[src/rtl/acd_pkg.sv]
`timescale 1ns/1ps
// Package: shared constants, code tables and the pair rule of the
// clock auto-detector. Tables are computed by case functions.
package acd_pkg;
    localparam logic [4:0] NUM_RATES  = 5'd18;
    localparam logic [3:0] NUM_RATIOS = 4'd13;
    localparam logic [4:0] RATE_UNK   = 5'd31;
    localparam logic [3:0] RATIO_UNK  = 4'd15;
    localparam logic [31:0] BCLK_MIN_HZ = 32'd256000;
    localparam logic [31:0] BCLK_MAX_HZ = 32'd24576000;

    typedef struct packed {
        logic [4:0] rate;
        logic [3:0] ratio;
    } clk_cfg_t;

    // Frame rate in Hz for a rate code; 0 for codes outside the table.
    function automatic logic [31:0] rate_hz(logic [4:0] code);
        case (code)
            5'd0:  return 32'd8000;
            5'd1:  return 32'd16000;
            5'd2:  return 32'd24000;
            5'd3:  return 32'd32000;
            5'd4:  return 32'd48000;
            5'd5:  return 32'd96000;
            5'd6:  return 32'd192000;
            5'd7:  return 32'd384000;
            5'd8:  return 32'd768000;
            5'd9:  return 32'd7350;
            5'd10: return 32'd14700;
            5'd11: return 32'd22050;
            5'd12: return 32'd29400;
            5'd13: return 32'd44100;
            5'd14: return 32'd88200;
            5'd15: return 32'd176400;
            5'd16: return 32'd352800;
            5'd17: return 32'd705600;
            default: return 32'd0;
        endcase
    endfunction

    // Bit clocks per frame for a ratio code; 0 for codes outside the table.
    function automatic logic [31:0] ratio_val(logic [3:0] code);
        case (code)
            4'd0:  return 32'd16;
            4'd1:  return 32'd24;
            4'd2:  return 32'd32;
            4'd3:  return 32'd48;
            4'd4:  return 32'd64;
            4'd5:  return 32'd96;
            4'd6:  return 32'd128;
            4'd7:  return 32'd192;
            4'd8:  return 32'd256;
            4'd9:  return 32'd384;
            4'd10: return 32'd512;
            4'd11: return 32'd1024;
            4'd12: return 32'd2048;
            default: return 32'd0;
        endcase
    endfunction

    // True when both codes are known and the bit-clock frequency is in window.
    function automatic logic pair_ok(logic [4:0] r, logic [3:0] q);
        logic [31:0] f;
        if (r >= NUM_RATES || q >= NUM_RATIOS) return 1'b0;
        f = rate_hz(r) * ratio_val(q);
        return (f >= BCLK_MIN_HZ) && (f <= BCLK_MAX_HZ);
    endfunction
endpackage

[src/rtl/acd_sync.sv]
`timescale 1ns/1ps
// acd_sync: brings one asynchronous bus pin into the reference domain with
// two flops and flags its rising edge one cycle wide.
// Assumes the pin stays at each level for at least two reference cycles.
module acd_sync (
    input  logic clk,
    input  logic rst_n,
    input  logic din,
    output logic rise
);
    logic s1_q, s2_q, s3_q;

    // Two-flop synchronizer plus one history flop for edge detection.
    always_ff @(posedge clk) begin
        if (!rst_n) begin
            s1_q <= 1'b0;
            s2_q <= 1'b0;
            s3_q <= 1'b0;
        end else begin
            s1_q <= din;
            s2_q <= s1_q;
            s3_q <= s2_q;
        end
    end

    assign rise = s2_q && !s3_q;

    a_r5_rise_single: assert property (@(posedge clk) disable iff (!rst_n)
        rise |=> !rise);
endmodule

[src/rtl/acd_frame_meter.sv]
`timescale 1ns/1ps
// acd_frame_meter: measures each frame between two synchronized FSYNC
// rising edges in reference cycles and counts the BCLK rising edges in it.
// The first edge after reset or after a timeout only arms the meter.
// Assumes the FSYNC and BCLK rise pulses come from acd_sync.
module acd_frame_meter #(
    parameter int TIMEOUT_LOG2 = 20,
    parameter int CNT_W        = TIMEOUT_LOG2 + 1,
    parameter int BCNT_W       = 13
) (
    input  logic              clk,
    input  logic              rst_n,
    input  logic              fs_rise,
    input  logic              bk_rise,
    output logic              meas_valid,
    output logic [CNT_W-1:0]  meas_period,
    output logic [BCNT_W-1:0] meas_bclks,
    output logic              timeout
);
    localparam logic [CNT_W-1:0]  LIMIT = CNT_W'(1) << TIMEOUT_LOG2;
    localparam logic [BCNT_W-1:0] BMAX  = '1;

    logic [CNT_W-1:0]  cnt_q;
    logic [BCNT_W-1:0] bcnt_q;
    logic              armed_q;

    // Reference-cycle counter since the last FSYNC edge, saturating at LIMIT.
    always_ff @(posedge clk) begin
        if (!rst_n)                cnt_q <= '0;
        else if (fs_rise)          cnt_q <= '0;
        else if (cnt_q != LIMIT)   cnt_q <= cnt_q + CNT_W'(1);
    end

    // Bit-clock edge counter for the frame in progress, saturating.
    always_ff @(posedge clk) begin
        if (!rst_n)                        bcnt_q <= '0;
        else if (fs_rise)                  bcnt_q <= '0;
        else if (bk_rise && bcnt_q != BMAX) bcnt_q <= bcnt_q + BCNT_W'(1);
    end

    // Arming: set by an FSYNC edge, cleared when the bus times out.
    always_ff @(posedge clk) begin
        if (!rst_n)                                 armed_q <= 1'b0;
        else if (fs_rise)                           armed_q <= 1'b1;
        else if (cnt_q == LIMIT - CNT_W'(1))        armed_q <= 1'b0;
    end

    // Capture of the finished frame on each armed FSYNC edge.
    always_ff @(posedge clk) begin
        if (!rst_n) begin
            meas_valid  <= 1'b0;
            meas_period <= '0;
            meas_bclks  <= '0;
        end else begin
            meas_valid <= fs_rise && armed_q;
            if (fs_rise && armed_q) begin
                meas_period <= cnt_q + CNT_W'(1);
                meas_bclks  <= (bcnt_q == BMAX) ? bcnt_q : bcnt_q + BCNT_W'(bk_rise);
            end
        end
    end

    // One-cycle timeout pulse when the counter reaches its limit.
    always_ff @(posedge clk) begin
        if (!rst_n) timeout <= 1'b0;
        else        timeout <= !fs_rise && (cnt_q == LIMIT - CNT_W'(1));
    end

    a_r5_meas_single: assert property (@(posedge clk) disable iff (!rst_n)
        meas_valid |=> !meas_valid);
    a_r9_timeout_once: assert property (@(posedge clk) disable iff (!rst_n)
        timeout |=> !timeout);
    a_r9_no_meas_on_timeout: assert property (@(posedge clk) disable iff (!rst_n)
        timeout |-> !meas_valid);
endmodule

[src/rtl/acd_classifier.sv]
`timescale 1ns/1ps
// acd_classifier: maps a frame measurement to rate and ratio codes.
// One tolerance window per table rate (±2 % of REF_HZ/rate) and one exact
// compare per table ratio; the lowest matching code wins.
// Assumes REF_HZ/rate fits 32 bits and CNT_W <= 32.
module acd_classifier
    import acd_pkg::*;
#(
    parameter int unsigned REF_HZ = 50_000_000,
    parameter int          CNT_W  = 21,
    parameter int          BCNT_W = 13
) (
    input  logic [CNT_W-1:0]  meas_period,
    input  logic [BCNT_W-1:0] meas_bclks,
    output clk_cfg_t          cand
);
    localparam int NR = int'(NUM_RATES);
    localparam int NQ = int'(NUM_RATIOS);

    logic [NR-1:0] rate_hit;
    logic [NQ-1:0] ratio_hit;
    logic [31:0]   per32;

    assign per32 = 32'(meas_period);

    for (genvar i = 0; i < NR; i++) begin : g_rate
        localparam logic [31:0] PER = 32'(REF_HZ) / rate_hz(5'(i));
        localparam logic [31:0] TOL = PER / 32'd50;
        assign rate_hit[i] = (per32 >= PER - TOL) && (per32 <= PER + TOL);
    end

    for (genvar q = 0; q < NQ; q++) begin : g_ratio
        localparam logic [31:0] RV = ratio_val(4'(q));
        assign ratio_hit[q] = (meas_bclks == BCNT_W'(RV));
    end

    // Priority encode both hit vectors, lowest index first.
    always_comb begin
        cand.rate  = RATE_UNK;
        cand.ratio = RATIO_UNK;
        for (int i = NR - 1; i >= 0; i--)
            if (rate_hit[i]) cand.rate = 5'(i);
        for (int q = NQ - 1; q >= 0; q--)
            if (ratio_hit[q]) cand.ratio = 4'(q);
    end
endmodule

[src/rtl/acd_decider.sv]
`timescale 1ns/1ps
// acd_decider: takes a classified frame when it agrees with the previous
// one, publishes the status and the error flag, pulses the interrupt on
// entry into error, and loads the active configuration when allowed.
// Assumes meas_valid and timeout never rise in the same cycle.
module acd_decider
    import acd_pkg::*;
(
    input  logic     clk,
    input  logic     rst_n,
    input  logic     meas_valid,
    input  clk_cfg_t cand,
    input  logic     timeout,
    input  logic     err_det_en,
    input  logic     auto_cfg_en,
    output clk_cfg_t sts,
    output logic     sts_valid,
    output logic     clk_err,
    output logic     err_irq,
    output logic     mute_req,
    output clk_cfg_t act,
    output logic     act_valid
);
    localparam clk_cfg_t CFG_UNK = '{rate: RATE_UNK, ratio: RATIO_UNK};

    clk_cfg_t prev_q;
    logic     prev_ok_q;
    logic     agree, bad, err_next;

    // Agreement, pair check and the next error flag.
    always_comb begin
        agree    = meas_valid && prev_ok_q && (cand == prev_q);
        bad      = !pair_ok(cand.rate, cand.ratio);
        err_next = timeout ? 1'b1 : (agree ? bad : clk_err);
    end

    // History of the previous frame's classification.
    always_ff @(posedge clk) begin
        if (!rst_n) begin
            prev_q    <= CFG_UNK;
            prev_ok_q <= 1'b0;
        end else if (timeout) begin
            prev_ok_q <= 1'b0;
        end else if (meas_valid) begin
            prev_q    <= cand;
            prev_ok_q <= 1'b1;
        end
    end

    // Status codes and the error flag.
    always_ff @(posedge clk) begin
        if (!rst_n) begin
            sts       <= CFG_UNK;
            sts_valid <= 1'b0;
            clk_err   <= 1'b0;
        end else begin
            clk_err <= err_next;
            if (timeout) begin
                sts       <= CFG_UNK;
                sts_valid <= 1'b1;
            end else if (agree) begin
                sts       <= cand;
                sts_valid <= 1'b1;
            end
        end
    end

    // Interrupt pulse on the 0-to-1 transition of the error flag.
    always_ff @(posedge clk) begin
        if (!rst_n) err_irq <= 1'b0;
        else        err_irq <= err_det_en && err_next && !clk_err;
    end

    // Active configuration, loaded from clean results when enabled.
    always_ff @(posedge clk) begin
        if (!rst_n) begin
            act       <= CFG_UNK;
            act_valid <= 1'b0;
        end else if (agree && !bad && auto_cfg_en) begin
            act       <= cand;
            act_valid <= 1'b1;
        end
    end

    assign mute_req = clk_err && err_det_en;

    a_r6_irq_pulse: assert property (@(posedge clk) disable iff (!rst_n)
        err_irq |=> !err_irq);
    a_r6_irq_with_err: assert property (@(posedge clk) disable iff (!rst_n)
        err_irq |-> clk_err);
    a_r8_act_gated: assert property (@(posedge clk) disable iff (!rst_n)
        !$stable(act) |-> $past(auto_cfg_en) && !clk_err);
    a_r9_timeout_err: assert property (@(posedge clk) disable iff (!rst_n)
        timeout |=> clk_err && sts.rate == RATE_UNK && sts.ratio == RATIO_UNK);
    a_r5_sts_on_meas: assert property (@(posedge clk) disable iff (!rst_n)
        !$stable(sts) |-> $past(meas_valid) || $past(timeout));
endmodule

[src/rtl/audio_clk_detect.sv]
`timescale 1ns/1ps
// audio_clk_detect: top of the audio serial clock auto-detector.
// Synchronizes FSYNC and BCLK, measures each frame, classifies it and
// decides status, error, interrupt, mute and the active configuration.
// Assumes clk runs at REF_HZ and is fast enough to see each BCLK level
// for at least two cycles.
module audio_clk_detect
    import acd_pkg::*;
#(
    parameter int unsigned REF_HZ       = 50_000_000,
    parameter int          TIMEOUT_LOG2 = 20,
    parameter int          MAX_RATIO    = 2048
) (
    input  logic       clk,
    input  logic       rst_n,
    input  logic       fsync_in,
    input  logic       bclk_in,
    input  logic       err_det_en,
    input  logic       auto_cfg_en,
    output logic [4:0] sts_rate,
    output logic [3:0] sts_ratio,
    output logic       sts_valid,
    output logic       clk_err,
    output logic       err_irq,
    output logic       mute_req,
    output logic [4:0] act_rate,
    output logic [3:0] act_ratio,
    output logic       act_valid
);
    localparam int CNT_W  = TIMEOUT_LOG2 + 1;
    localparam int BCNT_W = $clog2(MAX_RATIO) + 2;

    logic              fs_rise, bk_rise;
    logic              meas_valid, timeout;
    logic [CNT_W-1:0]  meas_period;
    logic [BCNT_W-1:0] meas_bclks;
    clk_cfg_t          cand, sts, act;

    acd_sync u_fs_sync (.clk(clk), .rst_n(rst_n), .din(fsync_in), .rise(fs_rise));
    acd_sync u_bk_sync (.clk(clk), .rst_n(rst_n), .din(bclk_in),  .rise(bk_rise));

    acd_frame_meter #(
        .TIMEOUT_LOG2(TIMEOUT_LOG2), .CNT_W(CNT_W), .BCNT_W(BCNT_W)
    ) u_meter (
        .clk(clk), .rst_n(rst_n), .fs_rise(fs_rise), .bk_rise(bk_rise),
        .meas_valid(meas_valid), .meas_period(meas_period),
        .meas_bclks(meas_bclks), .timeout(timeout)
    );

    acd_classifier #(
        .REF_HZ(REF_HZ), .CNT_W(CNT_W), .BCNT_W(BCNT_W)
    ) u_class (
        .meas_period(meas_period), .meas_bclks(meas_bclks), .cand(cand)
    );

    acd_decider u_decide (
        .clk(clk), .rst_n(rst_n), .meas_valid(meas_valid), .cand(cand),
        .timeout(timeout), .err_det_en(err_det_en), .auto_cfg_en(auto_cfg_en),
        .sts(sts), .sts_valid(sts_valid), .clk_err(clk_err),
        .err_irq(err_irq), .mute_req(mute_req), .act(act), .act_valid(act_valid)
    );

    assign sts_rate  = sts.rate;
    assign sts_ratio = sts.ratio;
    assign act_rate  = act.rate;
    assign act_ratio = act.ratio;
endmodule

[config.mk]
export PLATFORM = sky130hd
export DESIGN_NAME = audio_clk_detect
export DESIGN_NICKNAME = d
export VERILOG_FILES = /design/src/rtl/acd_pkg.sv /design/src/rtl/acd_sync.sv /design/src/rtl/acd_frame_meter.sv /design/src/rtl/acd_classifier.sv /design/src/rtl/acd_decider.sv /design/src/rtl/audio_clk_detect.sv
export SDC_FILE = /design/constraint.sdc
export NUM_CORES = 1
export LEC_CHECK = 0
export BUFFER_PORTS_ARGS = -buffer_cell sky130_fd_sc_hd__buf_2
export CAP_MARGIN = 10
export CORE_ASPECT_RATIO = 0.7
export CORE_MARGIN = 4
export CORE_UTILIZATION = 50
export CTS_BUF_LIST = sky130_fd_sc_hd__clkbuf_4 sky130_fd_sc_hd__clkbuf_8
export CTS_CLUSTER_DIAMETER = 80
export DETAILED_ROUTE_END_ITERATION = 12
export HOLD_SLACK_MARGIN = 0.15
export PLACE_DENSITY = 0.62
export REMOVE_ABC_BUFFERS = 1
export SYNTH_ARGS = -nofsm -noshare
export SYNTH_HDL_FRONTEND = slang
export SYNTH_HIERARCHICAL = 1
export SYNTH_SLANG_ARGS = --single-unit
[constraint.sdc]
create_clock -name clk -period 14.2 [get_ports clk]
set_clock_uncertainty 0.2 [all_clocks]
set_input_delay 0.71 -clock clk [delete_from_list [all_inputs] [get_ports clk]]
set_output_delay 0.71 -clock clk [all_outputs]
set_load 0.005 [all_outputs]
==> impl_metrics.yaml, run 1 <==
sta:
  period_needed_ns: 11.72
  finalHoldViolCount: 0
  slew_headroom_pct: 25.4
  rsz0062_at_grt: "false"
  setup_viol_count_final: 0
  layout_setup_ws_ns: 2.48
  timing.setup.tns_ns: 0
  fmax_mhz: 85.3
  slew_viol_final: 0
  max_slew.worst_pin.slew_ns: 1.12
  period_share_pct: 82.5
cts:
  h-tree-depth: 3
  clk_path_buf_depth: 2
  clock_latency_ns: 0.40
  clock-root-buffer: "clkbuf_8"
  cts_num_sinks: 109
  cts_tree: "yes"
  ctsResizeCount: 0
  ctsHoldBuffers: 0
  post_cts_buffers: 0
  cts_buffers: 9
  clkSlewWorstSetupHoldPaths_ns: 0.13
synthesis:
  yosysSeqAreaShare_pct: 15.1
  syn_inst: 1816
  ys_ff_latch: 109
  yosys.area_share.simple_pct: 24.1
  yosysWarnings: 6
  synth-edff-count: 0
  syn_avg_cell_area_sq_um: 7.98
  synth_compound_area_share_pct: 15.3
  synthArstFlopShare_pct: 0
  netlist_area_sq_um: 14500
  synth_ff_type: "dfxtp_1"
  synth.area.mux_share_pct: 0.984
  synth_top_family_by_area: "adder cells"
  synth_cell_types: 100
  synthAdderAreaFrac_pct: 32.4
  yosys.area_share.xor_xnor_pct: 2.66
min_path:
  worstHoldStart: "u_fs_sync/s1_q$_SDFF_PN0_"
  worstHoldEndpoint: "u_fs_sync/s2_q$_SDFF_PN0_"
  hold_depth: 1
  hold_path.class: "reg -> reg"
grt:
  grt.total_usage_pct: 25.4
  grt-ovfl-total: 0
  grt_first_pass_wirelength_mm: 65.5
  grt_antenna_before_repair: 0
  grt_start_max_net_pins: 63
  grt_pass1_vias: 12000
floorplan:
  initial_core_util_pct: 51.4
  rows: 51
  fp.dieH_um: 150
  dieArea_sq_um: 31800
  fp.dieW_um: 211
  fp.coreArea_sq_um: 28200
  num_io_pins: 29
setup_path:
  worstSetupEndpointType: "flop"
  cp_top_family: "adder cells"
  worstPathArrival_ns: 11.83
  critical_path_class: "reg -> reg"
  crit_top_cell: "fa_1"
  slowest_delay_ns: 0.79
  required_ns: 14.31
  worst_setup_path_start_kind: "flop"
  rrSetupSlack_ns: 2.48
  cp.buffers_inverters: 5
  path_depth: 34
  r2r_cells: 34
  reg2reg_from: "u_meter/meas_period[19]$_SDFFE_PN0P_"
  slowest_stage: "nor4_2"
  critPathMaxFanout: 10
  timing.rr.end: "u_decide/err_irq$_SDFF_PN0_"
  crit_start: "u_meter/meas_period[19]$_SDFFE_PN0P_"
detailed_routing:
  drc: 0
  vias: 12800
  drtIter0Drc: 1345
  via_per_inst: 5.95
  wl_per_cell_um: 18.6
  ant_nets: 0
  drtPass1Iterations: 8
  routed_wl_mm: 40.1
final_layout:
  layout-drive-gt1-share_pct: 8.71
  n_antenna_cell: 0
  area_growth_syn_to_layout_pct: 3.76
  nNetsFinal: 2084
  fill_cells: 2721
  final_util_pct: 53.3
placement:
  hpwl_mm: 31.1
  port_buffers: 28
  place_ws_ns: 2.68
  finalWeightedCongestion: 0.980
power:
  ir_worst_vdd_mv: 0.0427
  leakage_uw: 0.00715
  p_per_area_nw_per_um2: 52.9
job:
  cap_violations: 0
status:
  status: "finished clean"
[per-stage QoR]
stage | area (sq um) | hold WS, ns | total power [uW] | cells
6_report | 15000 | 0.238 | 795 | 2150
5_1_grt | 15000 | 0.252 | 842 | 2150
4_1_cts | 15000 | 0.241 | 799 | 2149
3_5_place_dp | 14800 | 0.214 | 600 | 2133
3_3_place_gp | 14800 | 0.207 | 599 | 2133
2_1_floorplan | 14000 | 0.206 | 497 | 1714
[synthesized netlist by cell type, types with 14 or more instances]
master    number  area [sq um]
nor2_1       217           815
nor4_1        24           150
o21ai_0       62           310
o211ai_1      14           105
nand3_1       52           260
nand2b_1      20           125
a211oi_1      19           143
dfxtp_1      109          2180
xnor2_1       22           193
o21ai_1       15          75.1
o21a_1        15           113
or3_1         18           113
a31oi_1       27           169
fa_1         119          2380
nand4_1       50           313
ha_1         185          2310
nand2_1      108           405
xor2_1        22           193
or2_2         42           263
o31ai_1       17           128
a21oi_1       83           415
clkbuf_1      79           297
and2_1        17           106
or4_1         14           105
nor3_1        24           120
inv_1        246           923
[layout make-up]
type | count | area (sq um) | area share [%]
Clock buffer | 9 | 124 | 0.824
Clock inverter | 7 | 86.3 | 0.574
Inverter | 247 | 927 | 6.17
Multi-Input combinational cell | 1358 | 11000 | 72.9
Sequential cell | 109 | 2180 | 14.5
Tap cell | 371 | 464 | 3.09
Timing Repair Buffer | 49 | 298 | 1.98
[cells by family after synthesis]
| logic type | count (synthesis) |
|---|---|
| simple gates | 667 |
| buf+inv | 349 |
| compound gates | 329 |
| fa+ha+maj | 304 |
| flops | 109 |
| xor+xnor | 44 |
| mux | 14 |
[worst max-delay path by stage]
| stage | endpoint | slack, ns |
|---|---|---|
| final | u_decide/err_irq$_SDFF_PN0_ | 2.48 |
| after global routing | u_decide/err_irq$_SDFF_PN0_ | 1.93 |
| after CTS | u_decide/err_irq$_SDFF_PN0_ | 2.68 |
| after detailed placement | u_decide/err_irq$_SDFF_PN0_ | 2.68 |
| after global placement | u_decide/act_valid$_SDFFE_PN0P_ | 2.73 |
| after floorplan | u_decide/err_irq$_SDFF_PN0_ | 3.65 |
[worst reg2reg max path, delay by kind of cell (launching register included)]
family          cells  cell delay, ns
simple gates       13            3.77
compound gates      6            2.51
flops               1            0.34
buf+inv             5            0.52
fa+ha+maj          10            4.33
[sequential cells by signal, indices dropped and copies added (netlist names), 9 cells and up]
name,count
u_meter/cnt_q,21
u_meter/meas_period,21
u_meter/bcnt_q,13
u_meter/meas_bclks,13
u_decide/act,9
u_decide/prev_q,9
u_decide/sts,9
[where the power goes]
group          switching [uW]  internal (uW)
clock                     125           72.0
combinational             204           81.2
sequential               4.34            309
total                     334            462
[placed cells by master (no fill, tap or decap), drive strengths merged, types with 25 or more instances in the layout]
cell and n:
buf 49, fa 119, or2 43, a21oi 86
dfxtp 109, inv 251, nor3 25, nand3 52
nand4 52, nor4 26, a31oi 28, ha 185
nand2 108, o21ai 77, nor2 217
[per-layer routing]
layer  part of all wire, %  track usage, %
met1                    50            40.8
met2                    40            35.7
met4                   1.1            3.80
met5                     0               0
met3                   8.1            4.94
No activity file was read; power rests on OpenSTA's default activity.
==> inputs of run 2 (changes only) <==
==> constraint.sdc (replaced) <==
create_clock -name clk -period 10.9 [get_ports clk]
set_clock_uncertainty 0.2 [all_clocks]
set_input_delay 0.545 -clock clk [delete_from_list [all_inputs] [get_ports clk]]
set_output_delay 0.545 -clock clk [all_outputs]
set_load 0.005 [all_outputs]
==> impl_metrics.yaml, run 2 (synthesis gave the netlist of run 1 again) <==
sta:
  layout_setup_ws_ns: 0.368
  period_needed_ns: 10.53
  slew_headroom_pct: 30.5
  setup_viol_count_final: 0
  fmax_mhz: 94.9
  max_slew.worst_pin.slew_ns: 1.04
  slew_viol_final: 0
  finalHoldViolCount: 0
  timing.setup.tns_ns: 0
  period_share_pct: 96.6
  whs_ns: 0.240
setup_path:
  worstPathArrival_ns: 10.59
  critical_path_class: "reg -> reg"
  critPathMaxFanout: 12
  rrSetupSlack_ns: 0.37
  slowest_delay_ns: 0.54
  worstSetupEndpointType: "flop"
  required_ns: 10.95
  worst_setup_path_start_kind: "flop"
  slowest_stage: "fa_1"
placement:
  hpwl_mm: 33.4
  port_buffers: 28
  place_ws_ns: 0.207
  dpl-instance-area_sq_um: 15400
  finalWeightedCongestion: 1.03
final_layout:
  final_common_cell: "inv_1"
  layout-drive-gt1-share_pct: 13.9
  area_growth_syn_to_layout_pct: 8.89
  reg_top3: "u_meter/cnt_q x21, u_meter/meas_period x21"
  nNetsFinal: 2169
  final_cell_mix: "inv_1 (246), nor2_1 (215), ha_1 (185)"
  fill_cells: 2646
  n_antenna_cell: 0
  design_area_sq_um: 15800
detailed_routing:
  wl_per_cell_um: 18.7
  drtIter0Drc: 1234
  drtPass1Iterations: 6
  ant_nets: 0
  vias: 13300
  drc: 0
  routed_wl_mm: 41.8
  via_per_inst: 5.94
min_path:
  hold_path.class: "reg -> reg"
power:
  p_per_area_nw_per_um2: 69.9
  ir_worst_vdd_mv: 0.0632
  finalPower_uw: 1100
  seqPwrFrac_pct: 37.0
  p_comb_share_pct: 39.6
  p_int_uw: 650
  leakage_uw: 0.00758
  switching_share_pct: 41.1
  p_switching_uw: 453
  clkPwrFrac_pct: 23.3
cts:
  clock-root-buffer: "clkbuf_8"
  clkSlewWorstSetupHoldPaths_ns: 0.12
  cts_num_sinks: 109
  clock_latency_ns: 0.39
  h-tree-depth: 3
  clk_path_buf_depth: 2
  cts_buffers: 9
  cts_tree: "yes"
floorplan:
  dieArea_sq_um: 31800
  rows: 51
  fp.coreArea_sq_um: 28200
  fp.dieH_um: 150
  fp.dieW_um: 211
  num_io_pins: 29
  initial_core_util_pct: 51.4
grt:
  grt.total_usage_pct: 26.6
  grt_start_max_net_pins: 63
  grt_antenna_before_repair: 0
  grt_first_pass_wirelength_mm: 68.8
  grt_pass1_vias: 12700
  grt-ovfl-total: 0
status:
  status: "finished clean"
job:
  cap_violations: 0
-- run 2: changes by cell type in the layout (fill, tap and decap cells not counted), sizes merged --
| cell | previous run | this run |
|---|---|---|
| dlygate4sd3 | 0 | 2 |
| buf | 49 | 132 |
-- run 2: worst paths after layout --
check	start	to	depth (start not counted)
worst min-delay path	u_fs_sync/s1_q$_SDFF_PN0_	u_fs_sync/s2_q$_SDFF_PN0_	1
worst min register to register	u_fs_sync/s1_q$_SDFF_PN0_	u_fs_sync/s2_q$_SDFF_PN0_	1
worst max-delay path	u_meter/meas_period[7]$_SDFFE_PN0P_	u_decide/act[5]$_SDFFE_PN1P_	38
worst max register to register	u_meter/meas_period[7]$_SDFFE_PN0P_	u_decide/act[5]$_SDFFE_PN1P_	38
-- run 2: area by class of cell --
| class | instances | area [sq um] | share of cell area, % |
|---|---|---|---|
| Sequential cell | 109 | 2190 | 13.9 |
| Multi-Input combinational cell | 1358 | 11000 | 69.9 |
| Clock inverter | 7 | 83.8 | 0.531 |
| Inverter | 247 | 927 | 5.87 |
| Clock buffer | 9 | 124 | 0.785 |
| Timing Repair Buffer | 134 | 953 | 6.04 |
| Tap cell | 371 | 464 | 2.94 |
-- run 2: critical path, delay by kind of cell, from the launching register on --
family / cells / cell delay (ns)
and+or+nand+nor: 11 / 2.67
AOI/OAI and AO/OA: 9 / 1.85
adders and majority gates: 10 / 4.35
DFF: 1 / 0.48
buffers and inverters: 8 / 0.83
-- run 2: power by group through the flow --
stage	clock (uW)	sequential [uW]	combinational (uW)
finish	257	408	437
global route	279	409	477
CTS	264	408	416
detailed placement	0	417	413
global placement	0	417	416
floorplan	0	416	232
-- run 2: per-layer routing --
layer | vias to the layer above | routed length, um | track usage (%)
met2 | 514 | 16800 | 37.3
met1 | 6414 | 21100 | 42.7
met3 | 31 | 3620 | 5.89
met4 | 0 | 285 | 2.64
met5 | - | 0 | 0
li1 | 6323 | - | -
-- run 2: stage by stage --
| stage | utilization (%) | std cells |
|---|---|---|
| 3_5_place_dp | 54.6 | 2209 |
| 5_1_grt | 56.0 | 2235 |
| 6_report | 56.0 | 2235 |
| 3_3_place_gp | 54.6 | 2209 |
| 2_1_floorplan | - | 1714 |
| 4_1_cts | 55.4 | 2227 |
-- run 2: timing repair --
item	CTS	global route
resized for setup	0	24
hold buffers	2	0
setup buffers	0	7
setup endpoints to repair	0	12
endpoints found under the hold margin	2	0
